File: src/rtl/ep_word_fifo_pkg.sv
package ep_word_fifo_pkg;
  localparam int unsigned CLR_OVR  = 0;
  localparam int unsigned CLR_DERR = 1;
  localparam int unsigned CLR_UNF  = 2;

  typedef enum logic [1:0] {
    AVAIL_NONE = 2'd0,
    AVAIL_ONE  = 2'd1,
    AVAIL_TWO  = 2'd2
  } avail_e;
endpackage

File: src/rtl/ep_byte_fifo.sv
// Byte FIFO with up to two pushes and two pops per cycle; DEPTH power of two.
module ep_byte_fifo #(
  parameter int unsigned DEPTH = 64,
  localparam int unsigned AW = $clog2(DEPTH),
  localparam int unsigned CW = $clog2(DEPTH + 1)
) (
  input  logic          clk_i,
  input  logic          rst_ni,
  input  logic [1:0]    push_n_i,
  input  logic [7:0]    push_d0_i,
  input  logic [7:0]    push_d1_i,
  input  logic [1:0]    pop_n_i,
  output logic [7:0]    head0_o,
  output logic [7:0]    head1_o,
  output logic [CW-1:0] count_o
);
  logic [7:0]    mem_q [DEPTH];
  logic [AW-1:0] wp_q, rp_q;
  logic [CW-1:0] cnt_q;

  always_ff @(posedge clk_i) begin
    if (push_n_i != 2'd0) mem_q[wp_q] <= push_d0_i;
    if (push_n_i == 2'd2) mem_q[wp_q + AW'(1)] <= push_d1_i;
  end

  always_ff @(posedge clk_i or negedge rst_ni) begin
    if (!rst_ni) begin
      wp_q  <= '0;
      rp_q  <= '0;
      cnt_q <= '0;
    end else begin
      wp_q  <= wp_q + AW'(push_n_i);
      rp_q  <= rp_q + AW'(pop_n_i);
      cnt_q <= cnt_q + CW'(push_n_i) - CW'(pop_n_i);
    end
  end

  assign head0_o = mem_q[rp_q];
  assign head1_o = mem_q[rp_q + AW'(1)];
  assign count_o = cnt_q;
endmodule

File: src/rtl/ep_word_order.sv
// Splits write words and joins read words according to the byte-order bits.
module ep_word_order
  import ep_word_fifo_pkg::*;
(
  input  logic        wr_le_i,
  input  logic        wr_word_i,
  input  logic [15:0] wdata_i,
  output logic [7:0]  wr_first_o,
  output logic [7:0]  wr_second_o,
  input  logic        rd_le_i,
  input  logic        rd_word_i,
  input  avail_e      rd_avail_i,
  input  logic [7:0]  q0_i,
  input  logic [7:0]  q1_i,
  output logic [15:0] rdata_o
);
  always_comb begin
    if (wr_word_i && !wr_le_i) begin
      wr_first_o  = wdata_i[15:8];
      wr_second_o = wdata_i[7:0];
    end else begin
      wr_first_o  = wdata_i[7:0];
      wr_second_o = wdata_i[15:8];
    end
  end

  logic [7:0] second_b;
  assign second_b = (rd_avail_i == AVAIL_TWO) ? q1_i : 8'h00;

  always_comb begin
    if (rd_avail_i == AVAIL_NONE) rdata_o = 16'h0000;
    else if (!rd_word_i)          rdata_o = {8'h00, q0_i};
    else if (rd_le_i)             rdata_o = {second_b, q0_i};
    else                          rdata_o = {q0_i, second_b};
  end
endmodule

File: src/rtl/ep_word_fifo.sv
module ep_word_fifo
  import ep_word_fifo_pkg::*;
#(
  parameter int unsigned DEPTH = 64,
  localparam int unsigned CW = $clog2(DEPTH + 1)
) (
  input  logic          clk_i,
  input  logic          rst_ni,
  input  logic          cfg_rd_le_i,
  input  logic          cfg_wr_le_i,
  input  logic          cfg_iso_i,
  input  logic          cpu_wr_i,
  input  logic          cpu_wr_word_i,
  input  logic [15:0]   cpu_wdata_i,
  input  logic          cpu_rd_i,
  input  logic          cpu_rd_word_i,
  output logic [15:0]   cpu_rdata_o,
  input  logic [2:0]    sts_clr_i,
  output logic          ovr_o,
  output logic          derr_o,
  output logic          unf_o,
  input  logic          stall_req_i,
  input  logic          stall_clr_i,
  output logic          stall_o,
  input  logic          bus_rx_valid_i,
  input  logic [7:0]    bus_rx_data_i,
  input  logic          bus_rx_last_i,
  input  logic          bus_rx_err_i,
  input  logic          bus_tx_rd_i,
  output logic [7:0]    bus_tx_data_o,
  output logic [CW-1:0] rx_count_o,
  output logic [CW-1:0] rx_free_o,
  output logic [CW-1:0] tx_count_o,
  output logic [CW-1:0] tx_free_o
);
  localparam logic [CW-1:0] FULL = CW'(DEPTH);

  // ---------------- receive path ----------------
  logic [7:0]    rx_q0, rx_q1;
  logic [CW-1:0] rx_cnt;
  logic [1:0]    rx_push_n, rx_pop_n;
  avail_e        rx_avail;
  logic          in_pkt_q, drop_q;
  logic          pkt_start, pkt_drop, byte_lost;

  assign rx_avail  = (rx_cnt == '0) ? AVAIL_NONE :
                     (rx_cnt == CW'(1)) ? AVAIL_ONE : AVAIL_TWO;
  assign pkt_start = bus_rx_valid_i && !in_pkt_q;
  assign pkt_drop  = pkt_start ? (rx_cnt != '0) : drop_q;
  assign byte_lost = bus_rx_valid_i && !pkt_drop && (rx_cnt == FULL);
  assign rx_push_n = (bus_rx_valid_i && !pkt_drop && !byte_lost) ? 2'd1 : 2'd0;

  always_comb begin
    rx_pop_n = 2'd0;
    if (cpu_rd_i && rx_avail != AVAIL_NONE)
      rx_pop_n = (cpu_rd_word_i && rx_avail == AVAIL_TWO) ? 2'd2 : 2'd1;
  end

  always_ff @(posedge clk_i or negedge rst_ni) begin
    if (!rst_ni) begin
      in_pkt_q <= 1'b0;
      drop_q   <= 1'b0;
    end else if (bus_rx_valid_i) begin
      in_pkt_q <= !bus_rx_last_i;
      drop_q   <= pkt_drop;
    end
  end

  ep_byte_fifo #(.DEPTH(DEPTH)) u_rx_fifo (
    .clk_i    (clk_i),
    .rst_ni   (rst_ni),
    .push_n_i (rx_push_n),
    .push_d0_i(bus_rx_data_i),
    .push_d1_i(8'h00),
    .pop_n_i  (rx_pop_n),
    .head0_o  (rx_q0),
    .head1_o  (rx_q1),
    .count_o  (rx_cnt)
  );

  // ---------------- transmit path ----------------
  logic [7:0]    tx_q0, tx_q1, wr_b0, wr_b1;
  logic [CW-1:0] tx_cnt, tx_room;
  logic [1:0]    tx_push_n, tx_pop_n;

  assign tx_room  = FULL - tx_cnt;
  assign tx_pop_n = (bus_tx_rd_i && tx_cnt != '0) ? 2'd1 : 2'd0;

  always_comb begin
    tx_push_n = 2'd0;
    if (cpu_wr_i) begin
      if (cpu_wr_word_i) tx_push_n = (tx_room >= CW'(2)) ? 2'd2 : 2'd0;
      else               tx_push_n = (tx_room != '0) ? 2'd1 : 2'd0;
    end
  end

  ep_byte_fifo #(.DEPTH(DEPTH)) u_tx_fifo (
    .clk_i    (clk_i),
    .rst_ni   (rst_ni),
    .push_n_i (tx_push_n),
    .push_d0_i(wr_b0),
    .push_d1_i(wr_b1),
    .pop_n_i  (tx_pop_n),
    .head0_o  (tx_q0),
    .head1_o  (tx_q1),
    .count_o  (tx_cnt)
  );

  ep_word_order u_order (
    .wr_le_i    (cfg_wr_le_i),
    .wr_word_i  (cpu_wr_word_i),
    .wdata_i    (cpu_wdata_i),
    .wr_first_o (wr_b0),
    .wr_second_o(wr_b1),
    .rd_le_i    (cfg_rd_le_i),
    .rd_word_i  (cpu_rd_word_i),
    .rd_avail_i (rx_avail),
    .q0_i       (rx_q0),
    .q1_i       (rx_q1),
    .rdata_o    (cpu_rdata_o)
  );

  // ---------------- status ----------------
  logic ovr_q, derr_q, unf_q, stall_q;
  logic ovr_set, derr_set, unf_set;

  assign ovr_set  = (pkt_start && pkt_drop) || byte_lost;
  assign derr_set = bus_rx_valid_i && bus_rx_last_i && bus_rx_err_i && !pkt_drop;
  assign unf_set  = cpu_rd_i && ((rx_avail == AVAIL_NONE) ||
                                 (cpu_rd_word_i && rx_avail == AVAIL_ONE));

  always_ff @(posedge clk_i or negedge rst_ni) begin
    if (!rst_ni) begin
      ovr_q   <= 1'b0;
      derr_q  <= 1'b0;
      unf_q   <= 1'b0;
      stall_q <= 1'b0;
    end else begin
      ovr_q   <= ovr_set  || (ovr_q  && !sts_clr_i[CLR_OVR]);
      derr_q  <= derr_set || (derr_q && !sts_clr_i[CLR_DERR]);
      unf_q   <= unf_set  || (unf_q  && !sts_clr_i[CLR_UNF]);
      if (cfg_iso_i || stall_clr_i) stall_q <= 1'b0;
      else if (stall_req_i)         stall_q <= 1'b1;
    end
  end

  assign ovr_o         = ovr_q;
  assign derr_o        = derr_q;
  assign unf_o         = unf_q;
  assign stall_o       = stall_q && !cfg_iso_i;
  assign bus_tx_data_o = tx_q0;
  assign rx_count_o    = rx_cnt;
  assign rx_free_o     = FULL - rx_cnt;
  assign tx_count_o    = tx_cnt;
  assign tx_free_o     = tx_room;

  logic unused_tx_q1;
  assign unused_tx_q1 = ^tx_q1;
endmodule

File: config.mk
export PLATFORM = sky130hd
export DESIGN_NAME = ep_word_fifo
export DESIGN_NICKNAME = d
export VERILOG_FILES = /design/src/rtl/ep_word_fifo_pkg.sv /design/src/rtl/ep_byte_fifo.sv /design/src/rtl/ep_word_order.sv /design/src/rtl/ep_word_fifo.sv
export SDC_FILE = /design/constraint.sdc
export NUM_CORES = 2
export LEC_CHECK = 0
export ABC_AREA = 0
export BUFFER_PORTS_ARGS = -buffer_cell sky130_fd_sc_hd__buf_2
export CAP_MARGIN = 40
export CORE_MARGIN = 10
export CORE_UTILIZATION = 66
export CTS_CLUSTER_SIZE = 10
export DETAILED_ROUTE_END_ITERATION = 10
export PLACE_DENSITY = 0.88
export SLEW_MARGIN = 20
export SYNTH_ARGS = -nofsm -noshare
export SYNTH_HDL_FRONTEND = slang
export SYNTH_SLANG_ARGS = --single-unit
File: constraint.sdc
create_clock -name clk_i -period 8.38 [get_ports clk_i]
set_input_delay 0.419 -clock clk_i [delete_from_list [all_inputs] [get_ports clk_i]]
set_output_delay 0.419 -clock clk_i [all_outputs]
set_load 0.1 [all_outputs]
==> flow_metrics.env <==
export IMPL_drv_slew=0
export IMPL_worst_hold_path_type="in -> reg"
export IMPL_clk_latency_ns=0.71
export IMPL_fmax_mhz=171
export IMPL_hold_viol=0
export IMPL_min_to="unf_o$_DFF_PN0_"
export IMPL_root_buffer="clkbuf_16"
export IMPL_grt_overflow=0
export IMPL_syn_area_per_cell_sq_um=16.5
export IMPL_ys_types=78
export IMPL_cellPowerDensity_nw_per_um2=370
export IMPL_relSlewSlack_pct=30.0
export IMPL_dr_pass1_iters=8
export IMPL_hold_depth=3
export IMPL_routedWlPerCell_um=34.0
export IMPL_vias_per_cell=7.70
export IMPL_synth_top_family_by_area="multiplexers"
export IMPL_r2r_end="u_rx_fifo.mem_q[38][5]$_DFFE_PP_"
export IMPL_pre_cts_ws_ns=3.22
export IMPL_cts_htree_levels=3
export IMPL_worstSetupPathType="reg -> out"
export IMPL_synth_seq_cells=1068
export IMPL_synthCells=3273
export IMPL_grt_first_pass_wirelength_um=226000
export IMPL_max_cap_violations=0
export IMPL_clk_pin_slew_ns=0.06
export IMPL_rsz0062_at_grt="no"
export IMPL_drive_above_1_share_pct=25.2
export IMPL_setup_tns_ns=0
export IMPL_drt_total_wl_um=152000
export IMPL_r2r_slack_ns=4.01
export IMPL_p_leak_nw=20.9
export IMPL_finalCritPeriodShare_pct=69.9
export IMPL_synthXorXnorAreaFrac_pct=0.761
export IMPL_status="finished, final reports clean"
export IMPL_areaGrowthSynthToFinish_pct=10.5
export IMPL_grt_usage_pct=32.0
export IMPL_synthSimpleGateAreaFrac_pct=4.66
export IMPL_synth_compound_area_share_pct=3.61
export IMPL_start_util_pct=66.8
export IMPL_fillCellCount=4481
export IMPL_synthArstFlopShare_pct=4.12
export IMPL_max_slew_worst_pin_slew_ns=1.05
export IMPL_worstPathArrival_ns=5.43
export IMPL_placementRows=104
export IMPL_total_power_mw=22.0
export IMPL_cts_buffer_depth=3
export IMPL_ir_drop_v=0.000508
export IMPL_io_pins=98
export IMPL_antenna_found_initial=13
export IMPL_synth_adder_area_share_pct=1.01
export IMPL_cts_buffers_inserted=118
export IMPL_ant_nets=0
export IMPL_core_sq_um=80700
export IMPL_die_width_um=306
export IMPL_syn_nets=3356
export IMPL_grt_busiest_layer="met2"
export IMPL_grt_met2_usage_pct=48.2
export IMPL_skew_ns=0.0399
export IMPL_cp_data_required_time_ns=7.96
export IMPL_place_gp_congestion=0.995
export IMPL_synth_mux_area_share_pct=27.8
export IMPL_setup_viol=0
export IMPL_cts_sink_count=1068
export IMPL_final_setup_worst_slack_ns=2.53
export IMPL_cts_tree="done"
export IMPL_drc=0
export IMPL_cts_hold_buffers=9
export IMPL_gr_usage_met1_pct=42.7
export IMPL_fin_util_pct=73.8
export IMPL_reg2reg_depth=9
export IMPL_port_buffer_count=97
export IMPL_whs_ns=0.0671
export IMPL_num_vias=34400
export IMPL_cts_setup_buffers=0
export IMPL_die_height_um=306
export IMPL_nets=3425
export IMPL_grt_max_degree=125
export IMPL_cp_max_fo=51
export IMPL_synth_edf_count=1024
export IMPL_drt_iter0_drc=6091
export IMPL_grt_pass1_vias=34300
export IMPL_cts_resized=0
export IMPL_seq_area_frac_synth_pct=59.1
export IMPL_netlist_area_sq_um=53900
export IMPL_min_period_ns=5.85
export IMPL_regArea_sq_um=31900
export IMPL_end_kind="primary output"
export IMPL_grt_use_met3_pct=12.0
export IMPL_die_area_sq_um=93500
export IMPL_min_delay_start="cpu_rd_i"
export IMPL_multi_input_area_sq_um=20700
export IMPL_rr_startpoint="u_rx_fifo.count_o[2]$_DFF_PN0_"
export IMPL_start_kind="register"
export IMPL_dpl_hpwl_um=96400
export IMPL_synth_ff_type="edfxtp_1"
export IMPL_yosysWarnings=0
[cells in the mapped netlist, drive strengths merged (8+ instances only)]
cell	instances	area (sq um)
a32oi	16	140
nor4	9	62.6
o22ai	18	113
inv	44	165
dfrtp	44	1100
nand4	9	56.3
nand3	54	275
clkbuf	166	623
edfxtp	1024	30700
mux2	14	158
nand3b	22	165
nand2b	12	75.1
xor2	11	96.3
nor2b	19	119
mux2i	592	5930
nand2	125	564
a22oi	60	455
nor3b	33	248
o21bai	33	248
a211oi	8	60.1
nor2	104	393
ha	37	463
and2	21	131
buf	147	858
mux4	395	8900
o21ai	46	230
xnor2	35	314
a21oi	47	235
nor3	31	155
and3	21	131
[layout make-up]
class	instances	share of cell area, %
Antenna cell	8	0.0336
Clock buffer	172	5.33
Clock inverter	9	0.319
Inverter	45	0.288
Multi-Input combinational cell	1847	34.7
Sequential cell	1068	53.5
Tap cell	1060	2.23
Timing Repair Buffer	262	3.57
[placed cells by master (no fill, tap or decap), types with 36 or more instances in the layout]
| cell | n |
|---|---|
| dfrtp_1 | 40 |
| mux4_2 | 395 |
| nand3_1 | 53 |
| inv_1 | 43 |
| ha_1 | 36 |
| buf_2 | 116 |
| nor2_1 | 102 |
| clkbuf_16 | 118 |
| clkbuf_1 | 52 |
| a22oi_1 | 59 |
| edfxtp_1 | 1024 |
| nand2_1 | 107 |
| a21oi_1 | 47 |
| buf_4 | 96 |
| mux2i_1 | 576 |
[report_power, final]
part | leakage [nW] | switching [mW] | total [mW] | internal, mW
registers | 9.73 | 0.454 | 6.63 | 6.17
logic | 9.56 | 6.90 | 10.7 | 3.85
clock network | 1.60 | 2.06 | 4.66 | 2.60
[worst max-delay path, cell delays in order, from the launching register on]
cell and delay [ns]:
dfrtp_4 0.74, ha_4 0.37, xnor2_2 0.44, buf_6 0.21, buf_4 0.57, mux2i_1 0.31
nand4_1 0.22, a211oi_1 0.78, a32oi_1 0.30, o22ai_1 0.23, buf_2 0.46
[metal layers]
layer,share of wire [%],routed length [um],vias to the layer above
met5,0.083,126,-
met4,4.3,6600,12
met3,16,24300,595
met2,45,68900,3305
met1,34,51900,17200
li1,-,-,13300
[through the flow]
stage | std cells | instance area [sq um]
3_3_place_gp | 4164 | 54900
2_1_floorplan | 3273 | 53900
5_1_grt | 4464 | 59500
6_report | 4471 | 59600
3_5_place_dp | 4235 | 55600
4_1_cts | 4425 | 59100
[flip-flops by register name, indices dropped and copies added, names as in the netlist]
| register | flops |
|---|---|
| unf_o | 1 |
| u_rx_fifo.mem_q | 512 |
| derr_o | 1 |
| u_tx_fifo.rp_q | 6 |
| u_tx_fifo.count_o | 7 |
| u_rx_fifo.count_o | 7 |
| u_tx_fifo.wp_q | 6 |
| u_rx_fifo.wp_q | 6 |
| stall_q | 1 |
| drop_q | 1 |
| in_pkt_q | 1 |
| u_tx_fifo.mem_q | 512 |
| u_rx_fifo.rp_q | 6 |
| ovr_o | 1 |
[cells by family (layout without fill, tap and decap cells)]
logic type / count (synthesis) / in the layout
DFF: 1068 / 1068
muxes: 1001 / 1001
and+or+nand+nor: 478 / 478
buffers and inverters: 358 / 488
AOI/OAI and AO/OA: 281 / 281
xor gates and xnor gates: 46 / 46
adders and majority gates: 41 / 41
other: 0 / 8
[worst max path at each step]
stage / from / to / slack [ns]
4_1_cts: u_rx_fifo.rp_q[0]$_DFF_PN0_ / cpu_rdata_o[3] / 2.47
6_report: u_rx_fifo.rp_q[0]$_DFF_PN0_ / cpu_rdata_o[12] / 2.53
5_1_grt: u_rx_fifo.rp_q[0]$_DFF_PN0_ / cpu_rdata_o[9] / 2.37
2_1_floorplan: u_tx_fifo.count_o[3]$_DFF_PN0_ / u_tx_fifo.count_o[6]$_DFF_PN0_ / 2.91
3_5_place_dp: u_rx_fifo.rp_q[0]$_DFF_PN0_ / cpu_rdata_o[3] / 3.22
3_3_place_gp: u_rx_fifo.rp_q[0]$_DFF_PN0_ / cpu_rdata_o[5] / 3.03
(Power assumes the default switching activity.)
